===== src/rtl/wdog_unlock_gate.sv =====
module wdog_unlock_gate #(
  parameter int          ADDR_W     = 4,
  parameter int          WIN_CYCLES = 255,
  parameter logic [31:0] CTRL_RST   = 32'h0000_20A0,
  parameter logic [31:0] TMO_RST    = 32'h0000_FFFF,
  parameter logic [31:0] KEY_WIDE   = 32'hD928_C520,
  parameter logic [15:0] KEY_FIRST  = 16'hC520,
  parameter logic [15:0] KEY_SECOND = 16'hD928
) (
  input  logic              clk,
  input  logic              rst_n,
  input  logic              bus_wr,
  input  logic [ADDR_W-1:0] bus_addr,
  input  logic [1:0]        bus_size,
  input  logic [31:0]       bus_wdata,
  output logic [31:0]       ctrl_q,
  output logic [31:0]       tmo_q,
  output logic              win_open,
  output logic              wdog_enabled,
  output logic              wide_cmd,
  output logic              ctrl_we,
  output logic              tmo_we
);
  localparam int CNT_W = $clog2(WIN_CYCLES + 1);
  localparam logic [ADDR_W-1:0] OFF_CTRL = ADDR_W'(0);
  localparam logic [ADDR_W-1:0] OFF_KEY  = ADDR_W'(4);
  localparam logic [ADDR_W-1:0] OFF_TMO  = ADDR_W'(8);
  localparam logic [1:0] SZ_HALF = 2'd1;
  localparam logic [1:0] SZ_WORD = 2'd2;
  localparam int BIT_WIDE = 13;
  localparam int BIT_EN   = 7;
  localparam int BIT_UPD  = 5;

  logic [CNT_W-1:0] win_cnt;
  logic             half_armed;
  logic             wide_fixed;

  wire hit_ctrl = bus_wr && (bus_addr == OFF_CTRL);
  wire hit_key  = bus_wr && (bus_addr == OFF_KEY);
  wire hit_tmo  = bus_wr && (bus_addr == OFF_TMO);
  wire upd_ok   = ctrl_q[BIT_UPD];

  wire wide_key  = hit_key && wide_cmd && bus_size == SZ_WORD && bus_wdata == KEY_WIDE;
  wire half_lo   = hit_key && !wide_cmd && bus_size == SZ_HALF && bus_wdata[15:0] == KEY_FIRST;
  wire half_hi   = hit_key && !wide_cmd && bus_size == SZ_HALF && bus_wdata[15:0] == KEY_SECOND
                   && half_armed;
  wire key_ok    = upd_ok && (wide_key || half_hi);

  assign win_open     = win_cnt != '0;
  assign wide_cmd     = ctrl_q[BIT_WIDE];
  assign wdog_enabled = ctrl_q[BIT_EN];
  assign ctrl_we      = hit_ctrl && bus_size == SZ_WORD && win_open;
  assign tmo_we       = hit_tmo  && bus_size == SZ_WORD && win_open;

  always_ff @(posedge clk or negedge rst_n) begin
    if (!rst_n) half_armed <= 1'b0;
    else if (hit_key) half_armed <= half_lo;
  end

  always_ff @(posedge clk or negedge rst_n) begin
    if (!rst_n)        win_cnt <= '0;
    else if (key_ok)   win_cnt <= CNT_W'(WIN_CYCLES);
    else if (ctrl_we)  win_cnt <= '0;
    else if (win_open) win_cnt <= win_cnt - CNT_W'(1);
  end

  always_ff @(posedge clk or negedge rst_n) begin
    if (!rst_n) begin
      ctrl_q     <= CTRL_RST;
      wide_fixed <= 1'b0;
    end else if (ctrl_we) begin
      ctrl_q           <= bus_wdata;
      ctrl_q[BIT_WIDE] <= wide_fixed ? ctrl_q[BIT_WIDE] : bus_wdata[BIT_WIDE];
      wide_fixed       <= 1'b1;
    end
  end

  always_ff @(posedge clk or negedge rst_n) begin
    if (!rst_n)      tmo_q <= TMO_RST;
    else if (tmo_we) tmo_q <= bus_wdata;
  end

  assert_locked_ctrl_R2: assert property (@(posedge clk) disable iff (!rst_n)
    !win_open |=> $stable(ctrl_q));
  assert_locked_tmo_R2: assert property (@(posedge clk) disable iff (!rst_n)
    !win_open |=> $stable(tmo_q));
  assert_window_load_R5: assert property (@(posedge clk) disable iff (!rst_n)
    $rose(win_open) |-> win_cnt == CNT_W'(WIN_CYCLES));
  assert_ctrl_closes_R6: assert property (@(posedge clk) disable iff (!rst_n)
    ctrl_we |=> !win_open);
  assert_wide_once_R7: assert property (@(posedge clk) disable iff (!rst_n)
    wide_fixed |=> $stable(ctrl_q[BIT_WIDE]));
  assert_no_update_R8: assert property (@(posedge clk) disable iff (!rst_n)
    (!ctrl_q[BIT_UPD] && !win_open) |=> !win_open);
  assert_narrow_R10: assert property (@(posedge clk) disable iff (!rst_n)
    (bus_wr && bus_size != SZ_WORD && !key_ok) |=> $stable(ctrl_q) && $stable(tmo_q));
endmodule


===== config.mk =====
export PLATFORM = sky130hd
export DESIGN_NAME = wdog_unlock_gate
export DESIGN_NICKNAME = d
export VERILOG_FILES = /design/src/rtl/wdog_unlock_gate.sv
export SDC_FILE = /design/constraint.sdc
export NUM_CORES = 1
export LEC_CHECK = 0
export ABC_AREA = 1
export BUFFER_PORTS_ARGS = -buffer_cell sky130_fd_sc_hd__buf_2
export CAP_MARGIN = 20
export CORE_MARGIN = 5
export CORE_UTILIZATION = 55
export CTS_CLUSTER_DIAMETER = 30
export DETAILED_ROUTE_END_ITERATION = 8
export PLACE_DENSITY = 0.85
export SYNTH_ARGS = -nofsm -noshare
export SYNTH_HDL_FRONTEND = slang
export SYNTH_SLANG_ARGS = --single-unit

===== constraint.sdc =====
create_clock -name clk -period 3.2 [get_ports clk]
set_clock_uncertainty 0.1 [all_clocks]
set_input_delay 0.48 -clock clk [delete_from_list [all_inputs] [get_ports clk]]
set_output_delay 0.48 -clock clk [all_outputs]
set_load 0.01 [all_outputs]

==> results of run 1 <==
worst reg2reg max path: stages, from the launching register on:
cell and delay (ns):
dfrtp_1 0.36, inv_1 0.12, ha_1 0.30, nand3_4 0.14, nand2_4 0.28, buf_4 0.50, nand2_1 0.15, o21ai_2 0.08
power by group through the flow:
| stage | Combinational [mW] | Clock [mW] | Sequential (mW) |
|---|---|---|---|
| 2_1_floorplan | 0.360 | 0 | 1.29 |
| 3_3_place_gp | 0.620 | 0 | 1.24 |
| 3_5_place_dp | 0.646 | 0 | 1.24 |
| 4_1_cts | 0.648 | 0.811 | 1.23 |
| 5_1_grt | 0.724 | 0.853 | 1.25 |
| 6_report | 0.637 | 0.790 | 1.23 |
final timing paths:
kind                                          end  slack [ns]  depth (start not counted)
max in group asynchronous  win_cnt[7]$_DFFE_PN0P_        2.23                          1
max reg2reg                 tmo_q[25]$_DFFE_PN0P_        1.09                          7
min reg2reg                wide_fixed$_DFFE_PN0N_        0.38                          2
min in group clk            tmo_q[15]$_DFFE_PN1P_        0.26                          3
max                                       ctrl_we        0.75                          8
min                         tmo_q[27]$_DFFE_PN0P_        0.17                          1
registers in the layout, summed over array words and instances, names as in the netlist:
name	flops
half_armed	1
win_cnt	8
ctrl_q	32
tmo_q	32
wide_fixed	1
through the flow:
step           cells  setup slack [ns]  utilization (%)
6_report         562            0.7524            67.18
5_1_grt          562            0.5988            67.18
4_1_cts          562            0.7211            67.18
3_5_place_dp     546             1.102            63.69
3_3_place_gp     546             1.121            63.69
2_1_floorplan    373             1.372                -
layer usage:
layer | part of all wire (%) | routed length, um | track usage (%) | up-vias
li1 | - | - | - | 1388
met1 | 44 | 3400 | 27.04 | 1313
met2 | 47 | 3694 | 32.95 | 92
met3 | 7.3 | 569 | 3.779 | 13
met4 | 1.8 | 139 | 9.066 | 0
met5 | 0 | 0 | 0 | -
cell usage after synthesis, drive strengths merged, types with 3 or more instances:
cell   count  area share, %
inv       43            4.7
dfrtp     55             40
nand2    129             15
o21ai     57             11
nor3       3           0.76
nand4      6            1.1
nand3     11            2.3
xor2       3           0.76
buf       14            4.0
dfstp     19             14
nor2      27            3.4
kinds of logic after synthesis:
kind of cell    count (synthesis)  share of synthesized area [%]
simple gates                  178                          23.79
buf+inv                        58                          9.110
fa+ha+maj                       1                         0.3615
flops                          74                          54.19
compound gates                 59                          11.79
xor+xnor                        3                         0.7594
final cells by class:
class / count / area [um^2]
Fill cell: 541 / 2048
Sequential cell: 74 / 1876
Multi-Input combinational cell: 241 / 1270
Timing Repair Buffer: 110 / 555.5
Inverter: 44 / 177.7
Clock buffer: 10 / 127.6
Tap cell: 77 / 96.34
Clock inverter: 6 / 90.09
==> flow_summary_export.csv, run 1 <==
group,metric,value,unit
clock_network,insertion_delay,0.34,ns
detailed_routing,drt_wl_total,7.803,mm
critical_path,cp-start-kind,"flop",
place,port_buffers,109,
floorplan,ios,110,
critical_path,cp_common_cell,"nor2_2",
place,placed_cell_area,3975,um^2
yosys,syn-num-nets,415,
detailed_routing,drc,0,
timing,rsz0062_at_grt,"false",
timing,finalWorstPathRequiredPeriod,2.448,ns
power,total_leakage_power,2.296,nW
power,p_switching,0.8358,mW
critical_path,required,2.62,ns
timing,relSlewSlack,39.08,%
layout,antenna_cells,0,
critical_path,path_class,"flop to output port",
hold_path,min_path_type,"input port to asynchronous set/reset pin",
yosys,synth-main-ff-cell,"dfrtp_1",
detailed_routing,final_antenna_net_count,0,
yosys,ys_types,30,
layout,fin_area,4193,um^2
yosys,synth_cells,373,
critical_path,endpoint_kind,"output port",
floorplan,fp.dieH,89.33,um
layout,layout_common_cells,"nand2_1 (114), buf_2 (108), dfrtp_1 (55), inv_1 (39), o21ai_2 (29)",
job,maxCapViolations,0,
global_route,grt_usage,20.47,%
clock_network,cts_setup_buffers,0,
floorplan,initial_core_util,55.45,%
detailed_routing,drtIter0Drc,92,
place,gp_congestion,0.8387,
critical_path,arrival,1.87,ns
global_route,overflow,0,
clock_network,post_cts_resize_count,0,
timing,period_share,76.49,%
power,p_seq_share,46.3,%
detailed_routing,firstDrtPassIters,4,
power,comb_power_share,24.0,%
layout,area_growth,21.15,%
floorplan,die_w,89.33,um
clock_network,cts_root_buffer,"clkbuf_8",
yosys,syn_area_per_cell,9.278,um^2
critical_path,path_cells,"inv_1 -> ha_1 -> nand2_1 -> nor2_2 -> nand3_4 -> inv_2 -> nor2_2 -> buf_2",
yosys,ys_seq_area_share,54.19,%
global_route,grt_pass1_vias,2657,
critical_path,cp_top_family,"simple AND/OR/NAND/NOR gates",
critical_path,path_max_fanout,8,
global_route,grt_max_degree,75,
yosys,yosys_warnings,0,
clock_network,cts_sinks,74,
critical_path,path_buf_inv,3,
yosys,netlist_area,3461,um^2
layout,final_common_cell,"nand2_1",
critical_path,timing.rr.start,"win_cnt[0]$_DFFE_PN0P_",
layout,nets,522,
clock_network,htreeDepth,3,
clock_network,numCtsBuffers,9,
detailed_routing,vias,2806,
clock_network,clk_pin_slew,0.08,ns
power,power,2.655,mW
critical_path,crit_path_top_delay_cell,"dfrtp_1",
power,sw_frac_of_total,31.48,%
place,dp_hpwl,5.838,mm
clock_network,cts_tree,"yes",
clock_network,holdBufCountCts,0,
power,p_clk_share,29.7,%
detailed_routing,detail_route.wl_per_cell,13.88,um
critical_path,cpPeakStageDelay,0.36,ns
timing,fmax,408.6,MHz
clock_network,cts.path.max_buffers,2,
layout,drive_gt1_share,41.65,%
timing,finalHoldViolCount,0,
critical_path,critPathLaunch,"win_cnt[0]$_DFFE_PN0P_",
power,power_density,633.3,nW/um^2
timing,setup_tns,0,ns
global_route,grt_pass1_wl,12.46,mm
floorplan,row_count,29,
floorplan,die-area,7979,um^2
timing,setup-violations-final,0,
detailed_routing,viasPerCell,4.993,
power,ir_drop,436.6,uV
yosys,postSynth.asyncResetShare,100.0,%
timing,holdWs,0.1663,ns
floorplan,coreArea,6241,um^2
yosys,synth_edf_count,0,
yosys,synth-seq-cells,74,
power,p_int,1.819,mW
global_route,antenna_found_initial,0,
timing,drv_slew,0,
timing,tightest_slew,0.9139,ns
status,status,"complete, no violations",
No activity file was read; power rests on OpenSTA's default activity.
==> run 2: changes to the inputs <==
--- a/config.mk
+++ b/config.mk
@@ -9,10 +9,10 @@
 export BUFFER_PORTS_ARGS = -buffer_cell sky130_fd_sc_hd__buf_2
 export CAP_MARGIN = 20
 export CORE_MARGIN = 5
-export CORE_UTILIZATION = 55
+export CORE_UTILIZATION = 46
 export CTS_CLUSTER_DIAMETER = 30
 export DETAILED_ROUTE_END_ITERATION = 8
-export PLACE_DENSITY = 0.85
+export PLACE_DENSITY = 0.76
 export SYNTH_ARGS = -nofsm -noshare
 export SYNTH_HDL_FRONTEND = slang
 export SYNTH_SLANG_ARGS = --single-unit
==> constraint.sdc (replaced) <==
create_clock -name clk -period 2 [get_ports clk]
set_clock_uncertainty 0.1 [all_clocks]
set_input_delay 0.3 -clock clk [delete_from_list [all_inputs] [get_ports clk]]
set_output_delay 0.3 -clock clk [all_outputs]
set_load 0.01 [all_outputs]
==> run 2 against run 1 <==
Net effect: sequential power up 62%; cell area rose by 8.4%; cell count grew 9.3%; sequential share of layout area decreased by 3.4 points; critical path depth did not move; power is 74% higher; routed wire length rose by 12%; flip-flop and latch count unchanged; combinational power rose by 110%; first-iteration DRC count grew 38%; via count grew 6.0%.
==> flow_summary_export.csv, run 2 (synthesis gave the netlist of run 1 again) <==
group,metric,value,unit
critical_path,cp-start-kind,"flop",
floorplan,row_count,31,
layout,layout_common_cells,"nand2_1 (113), buf_2 (106), dfrtp_1 (53), inv_1 (37), o21ai_2 (30)",
global_route,overflow,0,
timing,fmax,508.6,MHz
critical_path,path_class,"flop to output port",
global_route,grt_pass1_vias,2924,
detailed_routing,viasPerCell,4.844,
place,placed_cell_area,4085,um^2
layout,area_growth,31.31,%
power,sw_frac_of_total,31.79,%
clock_network,cts_tree,"yes",
floorplan,die_w,96.74,um
job,maxCapViolations,0,
critical_path,required,1.60,ns
timing,finalHoldViolCount,0,
layout,final_common_cell,"nand2_1",
timing,setup-violations-final,0,
global_route,grt_pass1_wl,14.37,mm
timing,setup_tns,0,ns
floorplan,coreArea,7292,um^2
timing,period_share,98.32,%
clock_network,insertion_delay,0.33,ns
layout,nets,552,
place,port_buffers,109,
power,comb_power_share,29.2,%
detailed_routing,drc,0,
timing,drv_slew,0,
layout,antenna_cells,0,
clock_network,cts_root_buffer,"clkbuf_8",
floorplan,initial_core_util,47.46,%
floorplan,die-area,9359,um^2
layout,fillers,661,
place,pre_cts_slack,0.2215,ns
floorplan,ios,110,
status,status,"complete, no violations",
detailed_routing,detail_route.wl_per_cell,14.28,um
power,power_density,1019,nW/um^2
timing,rsz0062_at_grt,"true",
critical_path,arrival,1.57,ns
power,total_leakage_power,2.472,nW
place,dp_cells,574,
clock_network,numCtsBuffers,9,
critical_path,reg2reg_slack,0.04,ns
global_route,grt_max_degree,42,
power,p_clk_share,27.8,%
timing,tightest_slew,0.5464,ns
timing,holdWs,0.07507,ns
layout,fin_cells,614,
critical_path,path_max_fanout,4,
clock_network,cts_sinks,74,
power,p_seq_share,43.0,%
global_route,antenna_found_initial,0,
global_route,grt_usage,18.78,%
clock_network,cts.path.max_buffers,2,
critical_path,endpoint_kind,"output port",
timing,finalWorstPathRequiredPeriod,1.966,ns
power,p_int,3.158,mW
detailed_routing,vias,2974,
timing,relSlewSlack,63.58,%
detailed_routing,drtIter0Drc,127,
detailed_routing,drt_wl_total,8.765,mm
detailed_routing,firstDrtPassIters,4,
layout,reg_top3,"ctrl_q (32), tmo_q (32), win_cnt (8)",
timing,fin_ws,0.03366,ns
place,dp_hpwl,6.356,mm
power,ir_drop,565.5,uV
hold_path,min_path_type,"input port to flop",
layout,fin_area,4544,um^2
layout,post-route-util,62.32,%
detailed_routing,final_antenna_net_count,0,
floorplan,fp.dieH,96.74,um
clock_network,clk_pin_slew,0.07,ns
place,gp_congestion,0.8029,
power,power,4.631,mW
layout,drive_gt1_share,46.41,%
clock_network,htreeDepth,3,
power,p_switching,1.472,mW
## run 2: cell type report
class	instances	area (um^2)	area share, %
Clock inverter	6	87.58	1.927
Clock buffer	10	137.6	3.029
Timing Repair Buffer	140	833.3	18.34
Multi-Input combinational cell	241	1304	28.69
Inverter	44	180.2	3.965
Sequential cell	74	1878	41.33
Tap cell	99	123.9	2.726
## run 2: metal layers
layer,up-vias,GRT usage [%],wire length [um],part of all wire [%]
met5,-,0,0,0
met4,0,7.235,150,1.7
met3,15,4.748,576,6.6
met2,104,30.25,4204,48
met1,1412,24.35,3833,44
li1,1443,-,-,-
## run 2: timing repair
item / in CTS / in global routing
endpoints found under the setup margin: 3 / 4
gates resized for setup: 7 / 8
pin swaps: 3 / 6
hold buffers: 1 / 0
hold endpoints to repair: 29 / 0
setup buffers: 15 / 8
## run 2: final timing paths
path | start | end | cells after the start
max | win_cnt[1]$_DFFE_PN0P_ | ctrl_we | 8
max in group asynchronous | rst_n | tmo_q[0]$_DFFE_PN1P_ | 3
min in group asynchronous | rst_n | ctrl_q[9]$_DFFE_PN0N_ | 2
min | bus_wdata[15] | tmo_q[15]$_DFFE_PN1P_ | 3
min reg2reg | tmo_q[10]$_DFFE_PN1P_ | tmo_q[10]$_DFFE_PN1P_ | 2
max reg2reg | win_cnt[1]$_DFFE_PN0P_ | win_cnt[1]$_DFFE_PN0P_ | 13
## run 2: critical path, stage by stage, from the launching register on
cell and delay [ns]:
dfrtp_1 0.42, inv_2 0.10, ha_4 0.16, nand2_4 0.06, nor2_4 0.11, nand3_4 0.12, inv_4 0.09, nor2_4 0.05
buf_6 0.12
## run 2: power by group through the flow
stage | Clock, mW | Combinational, mW | Sequential, mW
finish | 1.29 | 1.35 | 1.99
global route | 1.38 | 1.50 | 2.02
detailed placement | 0 | 1.06 | 2.00
CTS | 1.32 | 1.22 | 1.98
global placement | 0 | 1.02 | 1.99
floorplan | 0 | 0.576 | 2.06
